--- config.mk ---
export PLATFORM = sky130hd
export DESIGN_NAME = fp_resv_tracker
export DESIGN_NICKNAME = d
export VERILOG_FILES = /design/src/rtl/fpr_pkg.sv /design/src/rtl/fpr_unit_track.sv /design/src/rtl/fpr_need_decode.sv /design/src/rtl/fp_resv_tracker.sv
export SDC_FILE = /design/constraint.sdc
export NUM_CORES = 1
export LEC_CHECK = 0
export CORE_AREA = 2 2 73 75
export CTS_CLUSTER_DIAMETER = 200
export DETAILED_ROUTE_END_ITERATION = 7
export DIE_AREA = 0 0 75 77
export GPL_TIMING_DRIVEN = 0
export PLACE_DENSITY = 0.44
export REMOVE_ABC_BUFFERS = 1
export SKIP_CTS_REPAIR_TIMING = 1
export SYNTH_ARGS = -nofsm -noshare
export SYNTH_HDL_FRONTEND = slang
export SYNTH_SLANG_ARGS = --single-unit
--- constraint.sdc ---
create_clock -name clk -period 3.3 [get_ports clk]
set_input_delay 0.66 -clock clk [delete_from_list [all_inputs] [get_ports clk]]
set_output_delay 0.66 -clock clk [all_outputs]
set_load 0.05 [all_outputs]
--- src/rtl/fpr_pkg.sv ---
package fpr_pkg;

    typedef enum logic [2:0] {
        OP_FADD   = 3'd0,
        OP_FMUL   = 3'd1,
        OP_FDIV   = 3'd2,
        OP_FSQRT  = 3'd3,
        OP_FCMOV  = 3'd4,
        OP_FSTORE = 3'd5,
        OP_FTOI   = 3'd6,
        OP_FLOAD  = 3'd7
    } fp_op_e;

    localparam int LAT_SIMPLE   = 4;
    localparam int LAT_SIMPLE_S = 6;
    localparam int HOLD_DIV_S   = 9;
    localparam int HOLD_DIV_D   = 12;
    localparam int HOLD_SQRT_S  = 15;
    localparam int HOLD_SQRT_D  = 30;
    localparam int TAIL_LONG    = 3;
    localparam int CMOV_GAP     = 4;
    localparam int LAT_CMOV     = 8;
    localparam int LAT_CMOV_S   = 10;
    localparam int LOW_OFS      = 2;
    localparam int LAT_XFER     = 3;
    localparam int LAT_LOAD     = 2;

endpackage

--- src/rtl/fpr_unit_track.sv ---
module fpr_unit_track #(
    parameter int DEPTH = 32
) (
    input  logic             clk,
    input  logic             rst_n,
    input  logic [DEPTH-1:0] claim,
    output logic [DEPTH-1:0] busy
);

    // bit k of busy = unit occupied k cycles from now
    always_ff @(posedge clk) begin
        if (!rst_n) busy <= '0;
        else        busy <= (busy | claim) >> 1;
    end

    AST_NO_DOUBLE_BOOK: assert property (@(posedge clk) disable iff (!rst_n)
        (claim & busy) == '0) else $error("slot booked twice");

endmodule

--- src/rtl/fpr_need_decode.sv ---
module fpr_need_decode #(
    parameter int DEPTH = 32,
    parameter int LATW  = 6
) (
    input  fpr_pkg::fp_op_e  op,
    input  logic             dbl,
    output logic [DEPTH-1:0] fa_need,
    output logic [DEPTH-1:0] fm_need,
    output logic [DEPTH-1:0] low_need,
    output logic             fst_need,
    output logic [LATW-1:0]  lat,
    output logic [LATW-1:0]  lat_st
);
    import fpr_pkg::*;

    function automatic logic [DEPTH-1:0] span(input int n);
        logic [DEPTH-1:0] m;
        for (int i = 0; i < DEPTH; i++) m[i] = (i < n);
        return m;
    endfunction

    always_comb begin
        fa_need  = '0;
        fm_need  = '0;
        low_need = '0;
        fst_need = 1'b0;
        lat      = '0;
        lat_st   = '0;
        unique case (op)
            OP_FADD: begin
                fa_need[0] = 1'b1;
                lat        = LATW'(LAT_SIMPLE);
                lat_st     = LATW'(LAT_SIMPLE_S);
            end
            OP_FMUL: begin
                fm_need[0] = 1'b1;
                lat        = LATW'(LAT_SIMPLE);
                lat_st     = LATW'(LAT_SIMPLE_S);
            end
            OP_FDIV: begin
                fa_need = span(dbl ? HOLD_DIV_D : HOLD_DIV_S);
                lat     = LATW'((dbl ? HOLD_DIV_D : HOLD_DIV_S) + TAIL_LONG);
                lat_st  = lat;
            end
            OP_FSQRT: begin
                fa_need = span(dbl ? HOLD_SQRT_D : HOLD_SQRT_S);
                lat     = LATW'((dbl ? HOLD_SQRT_D : HOLD_SQRT_S) + TAIL_LONG);
                lat_st  = lat;
            end
            OP_FCMOV: begin
                fa_need[0]        = 1'b1;
                fa_need[CMOV_GAP] = 1'b1;
                lat               = LATW'(LAT_CMOV);
                lat_st            = LATW'(LAT_CMOV_S);
            end
            OP_FSTORE, OP_FTOI: begin
                fst_need          = 1'b1;
                low_need[LOW_OFS] = 1'b1;
                lat               = LATW'(LAT_XFER);
                lat_st            = LATW'(LAT_XFER);
            end
            OP_FLOAD: begin
                low_need[0] = 1'b1;
                lat         = LATW'(LAT_LOAD);
                lat_st      = LATW'(LAT_LOAD);
            end
            default: ;
        endcase
    end

endmodule

--- src/rtl/fp_resv_tracker.sv ---
module fp_resv_tracker #(
    parameter int DEPTH = 32,
    parameter int LATW  = 6,
    parameter int NFST  = 2,
    parameter int NLOW  = 2
) (
    input  logic            clk,
    input  logic            rst_n,
    input  logic            req_valid,
    input  logic [2:0]      req_op,
    input  logic            req_dbl,
    output logic            req_accept,
    output logic [LATW-1:0] res_lat,
    output logic [LATW-1:0] res_lat_st
);
    import fpr_pkg::*;

    localparam int FPW = (NFST > 1) ? $clog2(NFST) : 1;
    localparam int LPW = (NLOW > 1) ? $clog2(NLOW) : 1;

    fp_op_e           op;
    logic [DEPTH-1:0] fa_need, fm_need, low_need;
    logic             fst_need;
    logic [LATW-1:0]  lat, lat_st;
    logic [DEPTH-1:0] fa_busy, fm_busy;
    logic [DEPTH-1:0] fa_claim, fm_claim;
    logic             fst_busy  [NFST];
    logic             fst_claim [NFST];
    logic [DEPTH-1:0] low_busy  [NLOW];
    logic [DEPTH-1:0] low_claim [NLOW];
    logic [FPW-1:0]   fst_pick;
    logic [LPW-1:0]   low_pick;
    logic             fst_found, low_found, fits;

    assign op = fp_op_e'(req_op);

    fpr_need_decode #(.DEPTH(DEPTH), .LATW(LATW)) dec_i (
        .op(op), .dbl(req_dbl), .fa_need(fa_need), .fm_need(fm_need),
        .low_need(low_need), .fst_need(fst_need), .lat(lat), .lat_st(lat_st)
    );

    fpr_unit_track #(.DEPTH(DEPTH)) fa_i (
        .clk(clk), .rst_n(rst_n), .claim(fa_claim), .busy(fa_busy));
    fpr_unit_track #(.DEPTH(DEPTH)) fm_i (
        .clk(clk), .rst_n(rst_n), .claim(fm_claim), .busy(fm_busy));

    // a transfer port is held only in its issue cycle: one bit per port
    for (genvar g = 0; g < NFST; g++) begin : g_fst
        fpr_unit_track #(.DEPTH(1)) trk_i (
            .clk(clk), .rst_n(rst_n), .claim(fst_claim[g]), .busy(fst_busy[g]));
        assign fst_claim[g] = req_accept && fst_need && (fst_pick == FPW'(g));
    end

    for (genvar g = 0; g < NLOW; g++) begin : g_low
        fpr_unit_track #(.DEPTH(DEPTH)) trk_i (
            .clk(clk), .rst_n(rst_n), .claim(low_claim[g]), .busy(low_busy[g]));
        assign low_claim[g] = (req_accept && (low_pick == LPW'(g))) ? low_need : '0;
    end

    // lowest-numbered free resource wins
    always_comb begin
        fst_pick  = '0;
        fst_found = 1'b0;
        for (int g = 0; g < NFST; g++) begin
            if (!fst_found && !fst_busy[g]) begin
                fst_pick  = FPW'(g);
                fst_found = 1'b1;
            end
        end
        low_pick  = '0;
        low_found = 1'b0;
        for (int g = 0; g < NLOW; g++) begin
            if (!low_found && ((low_need & low_busy[g]) == '0)) begin
                low_pick  = LPW'(g);
                low_found = 1'b1;
            end
        end
    end

    assign fits = ((fa_need & fa_busy) == '0) && ((fm_need & fm_busy) == '0)
                  && (!fst_need || fst_found) && low_found;

    assign req_accept = rst_n && req_valid && fits;
    assign fa_claim   = req_accept ? fa_need : '0;
    assign fm_claim   = req_accept ? fm_need : '0;
    assign res_lat    = req_accept ? lat    : '0;
    assign res_lat_st = req_accept ? lat_st : '0;

    AST_IDLE_ZERO_LAT: assert property (@(posedge clk) disable iff (!rst_n)
        !req_accept |-> (res_lat == '0 && res_lat_st == '0)) else $error("lat w/o grant");

    AST_REFUSE_ONLY_AGES: assert property (@(posedge clk) disable iff (!rst_n)
        !req_accept |=> fa_busy == ($past(fa_busy) >> 1)) else $error("refused op booked");

    AST_GRANT_NEEDS_VALID: assert property (@(posedge clk) disable iff (!rst_n)
        req_accept |-> req_valid) else $error("grant without request");

    AST_ST_LAT_ORDER: assert property (@(posedge clk) disable iff (!rst_n)
        req_accept |-> res_lat_st >= res_lat) else $error("store latency short");

    AST_LONG_HOLD: assert property (@(posedge clk) disable iff (!rst_n)
        (req_accept && op == OP_FSQRT && req_dbl)
        |=> !(req_accept && (op == OP_FADD || op == OP_FDIV || op == OP_FSQRT || op == OP_FCMOV)))
        else $error("add unit reused during root");

endmodule

# Yosys cells after proc, flatten, opt, wreduce, memory -nomap -nowiden
# Cells that the tools add are included.
[totals]
regBits = 128
inputBits = 7
elab_cells = 126
out_inout_bits = 13
[classes]
n_mux = 20
n_eq_ne = 7
bitwise_logic = 9
n_lt_le_gt_ge = 64
n_addsub = 2
n_reduce_logical = 16
[ops]
columns = ["cell", "count"]
rows = [
  ["$lt A6 B32 Y1 const A", 16],
  ["$lt A5 B32 Y1 const A", 8],
  ["$logic_not A32 Y1", 4],
  ["$lt A4 B32 Y1 const A", 4],
  ["$lt A5 B4 Y1 const A", 16],
  ["$pmux W6 S6", 2],
  ["$and A3 B32 Y32", 2],
  ["$lt A3 B32 Y1 const A", 2],
  ["$or A32 B3 Y32", 2],
  ["$pmux W27 S2", 1],
  ["$and A1 B32 Y32", 1],
  ["$and A32 B32 Y32", 1],
  ["$lt A1 B32 Y1 const A", 1],
  ["$lt A2 B32 Y1 const A", 1],
  ["$lt A4 B4 Y1 const A", 8],
  ["$mux W32", 1],
  ["$or A32 B1 Y32", 1],
  ["$or A32 B32 Y32", 1],
  ["$lt A3 B4 Y1 const A", 4],
  ["$add A6 B3 Y6 const B", 2],
  ["$eq A3 B3 Y1 const B", 4],
  ["$mux W6", 2],
  ["$mux W3", 3],
  ["$lt A1 B4 Y1 const A", 2],
  ["other kinds (12)", 29],
]

# Longest topological paths before layout
# Gate-level depths: netlist of run 1.
[logic_depth]
word_depth = 14
ltp_mapped = 8
mapped_depth_nobuf = 4

# Hierarchy
# From an unflattened synthesis of run 1, not the netlist that was laid out.
[hier_totals]
cells_unflattened = 739
area_unflattened_um2 = 6686.4
[modules_own_cells]
columns = ["mod", "seq_area_each_um2", "cells_per_inst", "instances", "area_per_inst_um2"]
rows = [
  ["fpr_unit_track (fa_i ...)", 620.6, 67, 4, 898.4],
  ["fp_resv_tracker", 0.0, 340, 1, 2198.4],
  ["fpr_need_decode", 0.0, 127, 1, 872.1],
  ["fpr_unit_track (g_fst[0].trk_i ...)", 0.0, 2, 2, 11.3],
]

# Worst setup path after synthesis of run 1
# Ideal clock, no wire load.
[synth_timing]
path_type = "input to output"
start = "input port req_op[0]"
end = "output port res_lat_st[0]"
arrival_time_ns = 3.275
t_required_ns = 2.640
stages = 8
path_buffers = 4
path_slack_ns = -0.635
cell_sequence = "buf_2 > nand4_1 > o21ai_0 > a2111o_1 > buf_2 > buf_1 > nor3_1 > buf_4"
[synth_between]
elab_chain_len = 12
word_cells_on_any_way = 35
cone_classes = "eq/ne (7); mux (11); bitwise (4); reduce/logical (13)"
[synth_rtl]
columns = ["element", "line", "rtl"]
rows = [
  ["start: declaration", "fp_resv_tracker.sv:10", "input logic [2:0] req_op,"],
  ["$eq A3 B3 Y1", "fpr_need_decode.sv:29", "unique case (op)"],
  ["$reduce_or A2 Y1", "fpr_need_decode.sv:29", ""],
  ["$mux W1", "fpr_need_decode.sv:29", ""],
  ["$and A3 B32 Y32", "fp_resv_tracker.sv:73", "if (!low_found && ((low_need & low_busy[g]) == '0)) begin"],
  ["$logic_not A32 Y1", "fp_resv_tracker.sv:73", ""],
  ["$mux W1", "fp_resv_tracker.sv:73", ""],
  ["$logic_not A1 Y1", "fp_resv_tracker.sv:73", ""],
  ["$logic_and A1 B1 Y1", "fp_resv_tracker.sv:73", ""],
  ["$mux W1", "fp_resv_tracker.sv:73", ""],
  ["$logic_and A1 B1 Y1", "fp_resv_tracker.sv:81", "&& (!fst_need || fst_found) && low_found;"],
  ["$logic_and A1 B1 Y1", "fp_resv_tracker.sv:83", "assign req_accept = rst_n && req_valid && fits;"],
  ["$mux W6 (*)", "fp_resv_tracker.sv:87", "assign res_lat_st = req_accept ? lat_st : '0;"],
  ["end: declaration", "fp_resv_tracker.sv:14", "output logic [LATW-1:0] res_lat_st"],
]
# Mark *: on every way between the ends. The rest lies on a longest branch, timed or not.

# Worst setup path after layout of run 1
[layout_timing]
start = "input port req_dbl"
end = "output port res_lat_st[5]"
[layout_between]
elab_chain_len = 9
word_cells_on_any_way = 79
cone_classes = "add/sub (2); order compare (64); mux (8); bitwise (1); reduce/logical (4)"
[layout_rtl]
columns = ["element", "line", "rtl"]
rows = [
  ["start: declaration", "fp_resv_tracker.sv:11", "input logic req_dbl,"],
  ["$mux W5 or $mux W3 (tied branches)", "-", ""],
  ["$lt A1 B32 Y1 (tied with other cells)", "fpr_need_decode.sv:18", "for (int i = 0; i < DEPTH; i++) m[i] = (i < n);"],
  ["$pmux W1 S3 (tied with other cells)", "fpr_need_decode.sv:29", ""],
  ["$and A32 B32 Y32", "fp_resv_tracker.sv:80", "assign fits = ((fa_need & fa_busy) == '0) && ((fm_need & fm_busy) == '0)"],
  ["$logic_not A32 Y1", "fp_resv_tracker.sv:80", ""],
  ["$logic_and A1 B1 Y1", "fp_resv_tracker.sv:80", ""],
  ["$logic_and A1 B1 Y1", "fp_resv_tracker.sv:81", ""],
  ["$logic_and A1 B1 Y1", "fp_resv_tracker.sv:83", ""],
  ["$mux W6 (*)", "fp_resv_tracker.sv:87", ""],
]
# Marks and branches as above.

==> reports/qor.yml, run 1 <==
run_status:
  outcome: "finished, final reports clean"
pwr:
  power.leakage_nw: 0.667
  vdd_ir_drop_max_mv: 0.228
  power_density_nw_per_um2: 479
worst_setup_path:
  worstPathArrival_ps: 2620
  slowest_stage: "clkdlybuf4s50_1"
  crit_cells: 6
  endpoint_kind: "primary output"
  crit_buf_inv: 2
  cp_slowest_stage_delay_ps: 490
  rrSetupSlack_ps: 1030
  cp_common_cell: "nor3_1"
  start_kind: "input port"
  r2r-end: "fa_i.busy[16]"
  path_max_fanout: 12
  worstSetupEndpoint: "res_lat_st[5]"
  crit_start: "req_dbl"
  required_ps: 2640
  r2r_cells: 4
  crit_family: "buffers and inverters"
  r2r-start: "fa_i.busy[5]"
  cp_cell_sequence: "clkdlybuf4s50_1 -> nor2_1 -> nor3_1 -> a2111o_2 -> nor3_1 -> dlymetal6s2s_1"
  path_class: "input port to primary output"
synthesis:
  avgSynthCellArea_um2: 8.65
  yosysTopAreaCell: "dfxtp_1"
  yosysTopAreaCellShare_pct: 45.8
  syn_area_um2: 1440
  yosys-top-cells-area: "dfxtp_1, o21ai_0, nand2_1"
  yosysWarnings: 0
  syn_inst: 167
  seq_area_frac_synth_pct: 45.8
  synthDistinctLibCells: 36
  ys_ff_latch: 33
finish:
  area_delta_synth_final_pct: 20.5
  drive_gt1_share_pct: 24.5
  fin_nets: 191
  diodes: 0
sta:
  fin_crit_sh_pct: 99.3
  rsz0062_at_grt: "true"
  worst_slew_margin_rel_pct: 43.7
  hold_viol: 0
  fin_crit_ps: 3280
  clock_skew_ps: 7.10
  fmax_mhz: 305
  holdWs_ps: 431
  finalSetupViolations: 0
  fin_setup_tns_ps: 0
  worst_pin_slew_ps: 844
  final_max_slew_viol_count: 0
min_path:
  min_path_cells: 1
  hold_path_class: "flip-flop to flip-flop"
floorplan:
  die_x_um: 75
  die_h_um: 77
  start_util_pct: 29.0
  io_pins: 20
  coreArea_um2: 4980
  row_count: 26
  dieArea_um2: 5780
drt:
  wire_per_inst_um: 13.2
  vias: 1203
  ant_nets: 0
  first_pass_iters: 4
  routed_wl_um: 3360
  vias_per_cell: 4.74
  drtIter0Drc: 42
  drc: 0
clock_network:
  cts_tree: "done"
  root_buffer: "clkbuf_8"
  htreeDepth: 2
  cts_buffers: 5
  insertion_delay_ps: 280
  clock_path_buffers: 2
  cts_sinks: 33
  cts.clk_slew.worst_paths_ps: 60
global_routing:
  grt_max_degree: 39
  antenna_found_initial: 0
  overflow: 0
  grt_first_pass_wirelength_um: 4880
  grt_usage_pct: 11.1
  grt_pass1_vias: 1074
run:
  cap_violations: 0
place:
  dp_hpwl_um: 2040
  gp_congestion: 0.772
  io_buffers: 19
## layer usage
metal	part of all wire (%)	GRT usage, %
met2	44	17.1
met3	4.6	3.68
met1	50	13.6
met4	1.7	5.18
met5	0	0
## per-stage QoR
step	cell area (um2)	instances	setup slack, ps	util, %	total power, mW
finish	1740	254	22.4	34.9	0.833
global placement	1630	239	-1910	32.8	0.534
global route	1740	254	-61.3	34.9	0.873
detailed placement	1630	239	-2000	32.8	0.536
floorplan	1350	150	-1180	-	0.492
CTS	1720	246	-1990	34.5	0.838
## how the worst min path moves through the flow
stage | from | to | slack, ps
after global placement | g_low[0].trk_i.busy[1] | g_low[0].trk_i.busy[0] | 420
after floorplan | g_low[0].trk_i.busy[1] | g_low[0].trk_i.busy[0] | 410
final | g_low[0].trk_i.busy[1] | g_low[0].trk_i.busy[0] | 430
after CTS | g_low[0].trk_i.busy[1] | g_low[0].trk_i.busy[0] | 430
after global routing | g_low[1].trk_i.busy[1] | g_low[1].trk_i.busy[0] | 450
after detailed placement | g_low[0].trk_i.busy[1] | g_low[0].trk_i.busy[0] | 420
## synthesized netlist by cell type (all sizes together)
cell type	number
xnor2	1
and4	1
nand2	29
nor2b	2
nor2	10
or4	1
nand2b	2
a2111o	1
nand4	1
nor3	10
nand4b	1
nor3b	1
clkbuf	6
dfxtp	33
o2111ai	1
o41ai	1
a2111oi	1
xor2	2
o31ai	1
o211ai	4
conb	1
buf	11
and2	2
nor4	4
o21ai	33
a21o	1
nand3b	1
or3	1
inv	3
o311ai	1
## where the power goes
group	internal [mW]	total [mW]	switching, mW	leakage (nW)
sequential	0.409	0.414	0.00542	0.268
combinational	0.0356	0.116	0.0803	0.355
clock	0.165	0.304	0.138	0.0443
## layout by cell type (no fill, tap or decap), drive strengths merged
master and instances:
or4 1, nand4b 1, conb 1, xnor2 1, a2111o 2, nand2b 2, xor2 2, dfxtp 33
o2111ai 1, nor2 10, a2111oi 1, nor2b 2, nor3 10, nand4 1, nor3b 1, buf 11
o211ai 4, inv 3, clkdlybuf4s50 2, and2 2, dlymetal6s2s 2, o31ai 1, nand3b 1, clkbuf 18
o311ai 1, or3 1, nand2 29, o21ai 33, o41ai 1, and4 1, a21o 1, nor4 4
## kinds of logic (layout without fill, tap and decap cells)
kind of cell	Yosys count	in the layout	share of synthesized area [%]
AO/OA/AOI/OAI	44	45	22.9
buffers and inverters	20	36	7.02
AND/OR/NAND/NOR	66	66	22.3
other	1	1	0.260
flip-flops	33	33	45.8
XOR/XNOR	3	3	1.82
## registers in the layout, summed over array words and instances (netlist names)
register	count
fa_i.busy	29
g_low.trk_i.busy	4
## final cells by class
class	instances	area, um2
inverters	3	11.3
multi-input cells	115	703
fillers	541	3240
flip-flops and latches	33	661
clock buffers	7	86.3
repair buffers	26	190
well taps	70	87.6
No activity file was read; power rests on OpenSTA's default activity.
==> run 2, diff against run 1 <==
clock period = 3.81 ns   (was 3.3 ns; I/O delays follow)
==> reports/qor.yml, run 2 (synthesis results as in run 1) <==
global_routing:
  grt_first_pass_wirelength_um: 4880
  grt_pass1_vias: 1074
  grt_max_degree: 39
  antenna_found_initial: 0
  grt_usage_pct: 11.1
  overflow: 0
floorplan:
  io_pins: 20
  start_util_pct: 29.0
  dieArea_um2: 5780
  coreArea_um2: 4980
  die_x_um: 75
  die_h_um: 77
  row_count: 26
drt:
  drc: 0
  wire_per_inst_um: 13.4
  routed_wl_um: 3340
  vias_per_cell: 4.76
  drtIter0Drc: 49
  vias: 1189
  first_pass_iters: 4
  ant_nets: 0
clock_network:
  clock_path_buffers: 2
  htreeDepth: 2
  insertion_delay_ps: 280
  cts.clk_slew.worst_paths_ps: 60
  cts_tree: "done"
  root_buffer: "clkbuf_8"
  cts_sinks: 33
  cts_buffers: 5
sta:
  finalSetupViolations: 0
  rsz0062_at_grt: "false"
  worst_pin_slew_ps: 831
  clock_skew_ps: 5.62
  fin_setup_tns_ps: 0
  worst_slew_margin_rel_pct: 44.6
  fin_crit_sh_pct: 94.5
  final_max_slew_viol_count: 0
  fmax_mhz: 278
  hold_viol: 0
  fin_crit_ps: 3600
worst_setup_path:
  start_kind: "input port"
  endpoint_kind: "primary output"
  worstPathArrival_ps: 2840
  path_class: "input port to primary output"
  rrSetupSlack_ps: 1620
  path_max_fanout: 12
  required_ps: 3050
place:
  placedCellCount: 239
  io_buffers: 19
  dp_hpwl_um: 2040
  gp_congestion: 0.772
finish:
  fin_nets: 187
  stdcell_count: 250
  final_common_cell: "dfxtp_1"
  drive_gt1_share_pct: 20.6
  diodes: 0
  largest_reg_flops: 29
  top_register: "fa_i.busy"
  top_regs: "fa_i.busy: 29 flops, g_low.trk_i.busy: 4 flops"
  mostFrequentLayoutCells: "dfxtp_1, nand2_1, o21ai_0"
  area_delta_synth_final_pct: 18.8
pwr:
  power_density_nw_per_um2: 419
  vdd_ir_drop_max_mv: 0.195
  power.leakage_nw: 0.700
run_status:
  outcome: "finished, final reports clean"
min_path:
  hold_path_class: "flip-flop to flip-flop"
run:
  cap_violations: 0
[run 2: routing by layer]
metal,part of all wire [%],GRT usage [%]
met5,0,0
met3,5.5,3.68
met1,49,13.6
met4,1.7,5.18
met2,44,17.1
[run 2: power breakdown]
group / internal, mW / switching, mW / total, mW
Clock: 0.143 / 0.119 / 0.262
Sequential: 0.354 / 0.00471 / 0.359
Combinational: 0.0301 / 0.0676 / 0.0977
[run 2: per-stage QoR]
| step | hold WS [ps] | total power [mW] | setup WS [ps] | utilization (%) | area [um2] |
|---|---|---|---|---|---|
| after global placement | 416 | 0.463 | -1600 | 32.8 | 1630 |
| after detailed placement | 419 | 0.464 | -1690 | 32.8 | 1630 |
| after global routing | 452 | 0.753 | 49.4 | 34.5 | 1720 |
| after floorplan | 412 | 0.426 | -871 | - | 1350 |
| after CTS | 433 | 0.726 | -1680 | 34.5 | 1720 |
| final | 431 | 0.719 | 209 | 34.5 | 1720 |
[run 2: area by class of cell]
| cell class | instances | area (um2) |
|---|---|---|
| repair buffers | 22 | 175 |
| inverters | 3 | 11.3 |
| well taps | 70 | 87.6 |
| flip-flops and latches | 33 | 661 |
| multi-input cells | 115 | 694 |
| clock buffers | 7 | 86.3 |
| fillers | 545 | 3260 |
[run 2: final timing paths]
check                                             from                      to  depth (start not counted)
worst min-delay path            g_low[0].trk_i.busy[1]  g_low[0].trk_i.busy[0]                          1
worst max register to register            fa_i.busy[5]           fa_i.busy[16]                          4
worst max-delay path                         req_valid              res_lat[2]                          5
worst min register to register  g_low[0].trk_i.busy[1]  g_low[0].trk_i.busy[0]                          1
[run 2: critical path, stage by stage]
cell and delay (ps):
clkdlybuf4s50_1 450, o311ai_0 250, a2111o_2 660, a2111oi_2 370, clkbuf_2 350
